**config.mk**
```make
export PLATFORM = sky130hd
export DESIGN_NAME = tgl_ram
export DESIGN_NICKNAME = d
export VERILOG_FILES = /design/src/rtl/tgl_ram_pkg.sv /design/src/rtl/tgl_ram_ctrl.sv /design/src/rtl/tgl_ram_array.sv /design/src/rtl/tgl_ram.sv
export SDC_FILE = /design/constraint.sdc
export NUM_CORES = 1
export LEC_CHECK = 0
export BUFFER_PORTS_ARGS = -buffer_cell sky130_fd_sc_hd__buf_2
export CAP_MARGIN = 20
export CORE_MARGIN = 2
export CORE_UTILIZATION = 45
export CTS_BUF_LIST = sky130_fd_sc_hd__clkbuf_4 sky130_fd_sc_hd__clkbuf_8
export CTS_CLUSTER_SIZE = 16
export DETAILED_ROUTE_END_ITERATION = 16
export GPL_ROUTABILITY_DRIVEN = 0
export PLACE_DENSITY_LB_ADDON = 0.08
export SLEW_MARGIN = 25
export SYNTH_ARGS = -nofsm -noshare
export SYNTH_HDL_FRONTEND = slang
export SYNTH_SLANG_ARGS = --single-unit
```
**constraint.sdc**
```tcl
create_clock -name clk -period 3.4 [get_ports clk]
set_clock_uncertainty 0.05 [all_clocks]
set_input_delay 0.34 -clock clk [delete_from_list [all_inputs] [get_ports clk]]
set_output_delay 0.34 -clock clk [all_outputs]
set_load 0.1 [all_outputs]
```
**src/rtl/tgl_ram_pkg.sv**
```systemverilog
package tgl_ram_pkg;

    localparam int WORD_W = 32;

    typedef enum logic [1:0] {
        OP_IDLE  = 2'd0,
        OP_WRITE = 2'd1,
        OP_READ  = 2'd2
    } op_e;

    typedef struct packed {
        op_e  op;
        logic hit;   // address lies inside the implemented depth
    } cmd_t;

    // A request is pending whenever the two words differ in any bit.
    function automatic op_e pick_op(input logic [WORD_W-1:0] ack,
                                    input logic [WORD_W-1:0] req,
                                    input logic              we);
        if (ack == req) return OP_IDLE;
        return we ? OP_WRITE : OP_READ;
    endfunction

endpackage

```
**src/rtl/tgl_ram_ctrl.sv**
```systemverilog
module tgl_ram_ctrl
    import tgl_ram_pkg::*;
#(
    parameter int DEPTH  = 48,
    parameter int ADDR_W = 8
) (
    input  logic              clk,
    input  logic              rst,
    input  logic [ADDR_W-1:0] addr,
    input  logic              wr_en,
    input  logic [WORD_W-1:0] req_tgl,
    output cmd_t              cmd,
    output logic [WORD_W-1:0] ack_q
);
    localparam logic [ADDR_W:0] LIMIT = (ADDR_W + 1)'(DEPTH);

    always_comb begin
        cmd.op  = pick_op(ack_q, req_tgl, wr_en);
        cmd.hit = ({1'b0, addr} < LIMIT);
    end

    always_ff @(posedge clk) begin
        if (rst)
            ack_q <= '0;
        else if (cmd.op != OP_IDLE)
            ack_q <= req_tgl;
    end

    // an idle cycle leaves the acknowledge register alone
    assert_idle_ack_R1: assert property (@(posedge clk) disable iff (rst)
        (req_tgl == ack_q) |=> $stable(ack_q));

    // serving a request copies the earlier toggle value
    assert_ack_copy_R4: assert property (@(posedge clk) disable iff (rst)
        (req_tgl != ack_q) |=> (ack_q == $past(req_tgl)));

endmodule

```
**src/rtl/tgl_ram_array.sv**
```systemverilog
module tgl_ram_array
    import tgl_ram_pkg::*;
#(
    parameter int DEPTH = 48,
    parameter int IDX_W = 6
) (
    input  logic              clk,
    input  logic              rst,
    input  cmd_t              cmd,
    input  logic [IDX_W-1:0]  idx,
    input  logic [WORD_W-1:0] wr_data,
    output logic [WORD_W-1:0] rd_data
);
    logic [WORD_W-1:0] mem [0:DEPTH-1];

    always_ff @(posedge clk) begin
        if (cmd.op == OP_WRITE && cmd.hit)
            mem[idx] <= wr_data;
    end

    always_ff @(posedge clk) begin
        if (rst)
            rd_data <= '0;
        else if (cmd.op == OP_READ)
            rd_data <= cmd.hit ? mem[idx] : '0;
    end

    // a write never disturbs the read register
    assert_write_keeps_dout_R5: assert property (@(posedge clk) disable iff (rst)
        (cmd.op == OP_WRITE) |=> $stable(rd_data));

    // out-of-range read yields zero
    assert_oor_read_zero_R6: assert property (@(posedge clk) disable iff (rst)
        (cmd.op == OP_READ && !cmd.hit) |=> (rd_data == '0));

endmodule

```
**src/rtl/tgl_ram.sv**
```systemverilog
module tgl_ram
    import tgl_ram_pkg::*;
#(
    parameter int DEPTH  = 48,
    parameter int ADDR_W = 8   // must be at least $clog2(DEPTH)
) (
    input  logic              clk,
    input  logic              rst,
    input  logic [ADDR_W-1:0] addr,
    input  logic              wr_en,
    input  logic [31:0]       wr_data,
    input  logic [31:0]       req_tgl,
    output logic [31:0]       rd_data,
    output logic [31:0]       ack_tgl
);
    localparam int IDX_W = (DEPTH > 1) ? $clog2(DEPTH) : 1;

    cmd_t cmd;

    tgl_ram_ctrl #(.DEPTH(DEPTH), .ADDR_W(ADDR_W)) u_ctrl (
        .clk     (clk),
        .rst     (rst),
        .addr    (addr),
        .wr_en   (wr_en),
        .req_tgl (req_tgl),
        .cmd     (cmd),
        .ack_q   (ack_tgl)
    );

    tgl_ram_array #(.DEPTH(DEPTH), .IDX_W(IDX_W)) u_array (
        .clk     (clk),
        .rst     (rst),
        .cmd     (cmd),
        .idx     (addr[IDX_W-1:0]),
        .wr_data (wr_data),
        .rd_data (rd_data)
    );

    // idle cycle leaves the read register alone
    assert_idle_dout_R1: assert property (@(posedge clk) disable iff (rst)
        (req_tgl == ack_tgl) |=> $stable(rd_data));

endmodule

```
# After elaboration in Yosys (flattened, before gate mapping)
# Memory sizes are Yosys's and may differ from the RTL's.
# Cells that the tools add are included.
# totals
register_bits	64
ram_bits	1536
in_bits	75
out_inout_bits	64
mem_count	1
# op_classes
magnitude_cmp	1
n_eq_ne	3
mux	7
reduce_logical	2
# memory_table
name	words	word_bits	rd	rd_clocked_by_memory_dff	write_ports	line	source
u_array.mem	48	32	1	0	1	tgl_ram_array.sv:14	logic [WORD_W-1:0] mem [0:DEPTH-1];
# op_table
op	n
32-bit == test	1
32-bit two-way mux	1
8-bit by 6-bit less-than comparator with 1-bit output, second input constant	1
2-bit two-way mux	3
1-bit two-way mux	3
2-bit by 1-bit == test with 1-bit output, second input constant	1
2-bit == test, second input constant	1
2-bit nonzero test	1
1-bit logical AND	1

# Logic depth before layout (Yosys ltp)
# depth
depth_word	7
ltp_mapped	11

# By module
# From an unflattened synthesis, not the netlist that was laid out.
# hier_totals
cells_unflattened	3557
area_unflattened_um2	61325.1
# modules_own_cells
mod	instances	cells_each	area_each_um2	seq_area_each_um2
tgl_ram_array	1	3445	60110.2	46764.9
tgl_ram_ctrl	1	112	1214.9	640.6

# Least setup slack after synthesis
# OpenSTA, ideal clock, no wires.
# synth_path
path_type	register to register
from	register u_ctrl.ack_q[22]
to	memory u_array.mem[34][0], enable pin
setup_ps	421
arrival_time_ps	3332
required_time_ps	2929
slack_ps	-403
stages_incl_launch_ff	7
n_path_buf	0
synth_period_minus_slack_ps	3803
path_cell_list	dfxtp_1 -> xnor2_1 -> nand4_1 -> nor4_1 -> a21oi_1 -> nand4_1 -> nor2_1
# synth_via
elab_chain_cells	7
# synth_rtl
element	line	source
from (decl)	tgl_ram_ctrl.sv:13	output logic [WORD_W-1:0] ack_q
from (signal assigned)	tgl_ram_ctrl.sv:26	ack_q <= req_tgl;
32-bit == test	tgl_ram_pkg.sv:20	if (ack == req) return OP_IDLE;
1-bit two-way mux	tgl_ram_pkg.sv:20	
2-bit two-way mux	tgl_ram_pkg.sv:21	return we ? OP_WRITE : OP_READ;
2-bit by 1-bit == test with 1-bit output	tgl_ram_array.sv:17	if (cmd.op == OP_WRITE && cmd.hit)
1-bit logical AND	tgl_ram_array.sv:17	
1-bit two-way mux	tgl_ram_array.sv:17	
1-bit two-way mux (implied by the code)	tgl_ram_array.sv:18	mem[idx] <= wr_data;
to (decl)	tgl_ram_array.sv:14	
# No other way between the ends.

# Worst setup path in the final report
# layout_path
from	register u_ctrl.ack_q[11]
to	memory u_array.mem[42][0], enable pin
# Same word-level chain as after synthesis.

==> impl_metrics.yaml <==
power_and_ir_drop:
  swShare_pct: 23.0
  combPwrFrac_pct: 6.5
  seqPwrFrac_pct: 52.3
  p_leak_nw: 24.1
  p_int_mw: 32.0
  cellPowerDensity_mw_per_mm2: 570
  p_sw_mw: 9.54
  clockPowerShare_pct: 41.2
  peakVddDrop_uv: 451
yosys:
  ys.warnings.count: 0
  avgSynthCellArea_sq_um: 17.9
  synth_edf_count: 1536
  synth.net_count: 3489
  ys.flop_type: "edfxtp_1"
  synth-seq-cells: 1600
  netlist_instances: 3414
  syn_area_sq_mm: 0.0612
  ys_types: 69
  synth_seq_area_share_pct: 77.4
  synthArstFlopShare_pct: 0
global_routing:
  grt_pass1_vias: 37077
  grtUsageTotal_pct: 27.9
  globalRouteMet2Util_pct: 44.5
  antenna_found_initial: 7
  grt.busiest_layer: "met2"
  grtUsageMet3_pct: 6.12
  grt_max_degree: 78
  grt-ovfl-total: 0
  grt_pass1_wl_microns: 277000
  grt_use_met1_pct: 38.9
worst_setup_path:
  required_ns: 3.99
  cp_common_cell: "buf_4"
  slowest_stage: "a21oi_1"
  max_stage_delay_ns: 0.49
  crit_chain: "xnor2_1 > nand4_1 > nor4_1 > buf_4 > a21oi_1 > buf_4 > nand4_1 > buf_4 > buf_12 > nor2_4 > buf_12"
  cp-end-kind: "flop"
  start_kind: "flop"
  path_class: "reg2reg"
  cp.arrival_ns: 3.91
  cp_max_fo: 24
clock_tree:
  cts.sinks: 1600
  numCtsBuffers: 285
  clk_pin_slew_worst_paths_ns: 0.06
  clk_latency_ns: 1.00
  cts.path.max_buffers: 4
  cts_tree: "done"
  post_cts_resized: 0
  ctsRootBufferMaster: "clkbuf_8"
  htree_levels: 5
timing:
  tns_ns: 0
  max_freq_mhz: 301
  finalSetupViolations: 0
  hold_viol_final: 0
  worst_slew_pin_slew_ns: 1.09
  final.min_clock_period_ns: 3.32
  slew_headroom_pct: 27.5
  slew_viol_final: 0
  post-route-period-util_pct: 97.7
  rsz0062_at_grt: "no"
drt:
  vias: 36825
  drtIter0Drc: 4320
  wl_microns: 197000
  first_pass_iters: 6
  antenna_left: 0
  vias_per_cell: 6.19
  drcViolationCount: 0
  drt-wirelength-per-cell_microns: 33.2
floorplanning:
  start_util_pct: 45.3
  num_io_pins: 139
  row_count: 135
  core_sq_mm: 0.135
  die_height_microns: 373
  die_x_microns: 373
  fp.dieArea_sq_mm: 0.139
finish:
  final_layout_size_suffix_gt1_share_pct: 25.4
  num-fill-cells: 10700
  final_util_pct: 53.8
  fin_nets: 4051
  area_growth_pct: 18.9
worst_hold_path:
  hp-class: "in2reg"
run:
  maxCapViolCount: 0
placement:
  place.detailed.hpwl_microns: 116000
  port_buffers: 138
run_status:
  status: "finished clean"
## sequential cells by signal, indices dropped and copies added, names as in the netlist
| register | cells |
|---|---|
| u_array.mem | 1536 |
| u_array.rd_data | 32 |
| u_ctrl.ack_q | 32 |
## cells by family after synthesis
family	count (synthesis)	share of synthesized area, %
flops	1600	77.4
simple gates	358	2.76
xor+xnor	32	0.458
mux	365	7.06
buf+inv	245	2.16
compound gates	814	10.2
## metrics by stage
stage | cells | total power [mW] | instance area, sq um | setup WS [ns] | hold slack, ns
2_1_floorplan | 3414 | 23.4 | 61300 | -0.403 | 0.362
3_3_place_gp | 5345 | 24.6 | 66200 | -0.350 | 0.406
3_5_place_dp | 5345 | 24.7 | 66200 | -0.148 | 0.419
4_1_cts | 5919 | 41.7 | 72500 | 0.0308 | 0.00347
5_1_grt | 5945 | 42.8 | 72800 | 0.00659 | 0.0653
6_report | 5947 | 41.5 | 72800 | 0.0772 | 0.0959
## final cells by class
type	instances	area, sq um	area share (%)
Sequential cell	1600	47400	65.1
Antenna cell	4	10.0	0.0137
Inverter	6	27.5	0.0378
Timing Repair Buffer	514	4830	6.63
Tap cell	1781	2230	3.06
Clock buffer	389	4770	6.55
Multi-Input combinational cell	1569	13000	17.9
Clock inverter	84	527	0.724
## power groups by stage
stage	Clock [mW]	Combinational (mW)	Sequential, mW
floorplan	0	1.12	22.3
global placement	0	2.54	22.1
detailed placement	0	2.56	22.1
CTS	17.4	2.66	21.7
global route	18.3	2.81	21.7
finish	17.1	2.70	21.7
## cell usage in the layout, fill, tap and decap left out, types with 64 or more instances in the layout
| master | netlist | routed |
|---|---|---|
| buf_12 | 0 | 82 |
| a22oi_1 | 94 | 94 |
| o22ai_1 | 84 | 84 |
| dlygate4sd3_1 | 0 | 99 |
| edfxtp_1 | 1536 | 1536 |
| o21ai_0 | 94 | 93 |
| mux2i_1 | 232 | 232 |
| nor2_1 | 142 | 92 |
| nand2_1 | 77 | 77 |
| mux2_2 | 83 | 83 |
| buf_4 | 33 | 200 |
| dfxtp_1 | 64 | 64 |
| clkbuf_8 | 0 | 296 |
| buf_2 | 85 | 130 |
| a221oi_1 | 244 | 244 |
| clkbuf_4 | 0 | 93 |
## final timing paths
kind                                         start                  to  slack, ns  depth (start not counted)
worst min-delay path                    wr_data[7]  u_array.mem[35][7]        0.1                          1
worst max register to register    u_ctrl.ack_q[11]  u_array.mem[42][0]       0.08                         11
worst max-delay path              u_ctrl.ack_q[11]  u_array.mem[42][0]       0.08                         11
worst min register to register  u_array.rd_data[8]  u_array.rd_data[8]       0.43                          1
## critical path: cells and delay by family, from the launching register on
family	cells	cell delay (ns)
AO/OA/AOI/OAI	1	0.49
XOR/XNOR	1	0.14
buffers and inverters	5	1.10
flip-flops	1	0.32
AND/OR/NAND/NOR	4	0.85
## routing by layer
metal | routed length (microns) | vias up
met5 | 18 | -
met2 | 93300 | 1935
li1 | - | 15299
met1 | 82100 | 19288
met3 | 17500 | 301
met4 | 4400 | 2
## synthesized netlist by cell type, drive strengths merged, types with 64 or more instances
library cell     n  area [sq um]
edfxtp        1536         46100
a221oi         248          2200
mux2i          232          2320
buf            158           996
nor2           144           546
o21ai           98           490
a22oi           94           706
mux2            89          1010
o22ai           84           526
clkbuf          81           304
nand2           77           289
dfxtp           64          1280
## what timing repair did
item                                    in CTS  in global routing
endpoints found under the setup margin       9                 20
buffers inserted                             5                 19
pin swaps                                    1                  2
endpoints found under the hold margin      868                144
hold buffers                                96                  3
Note: power is estimated with default switching activity, not from simulation.
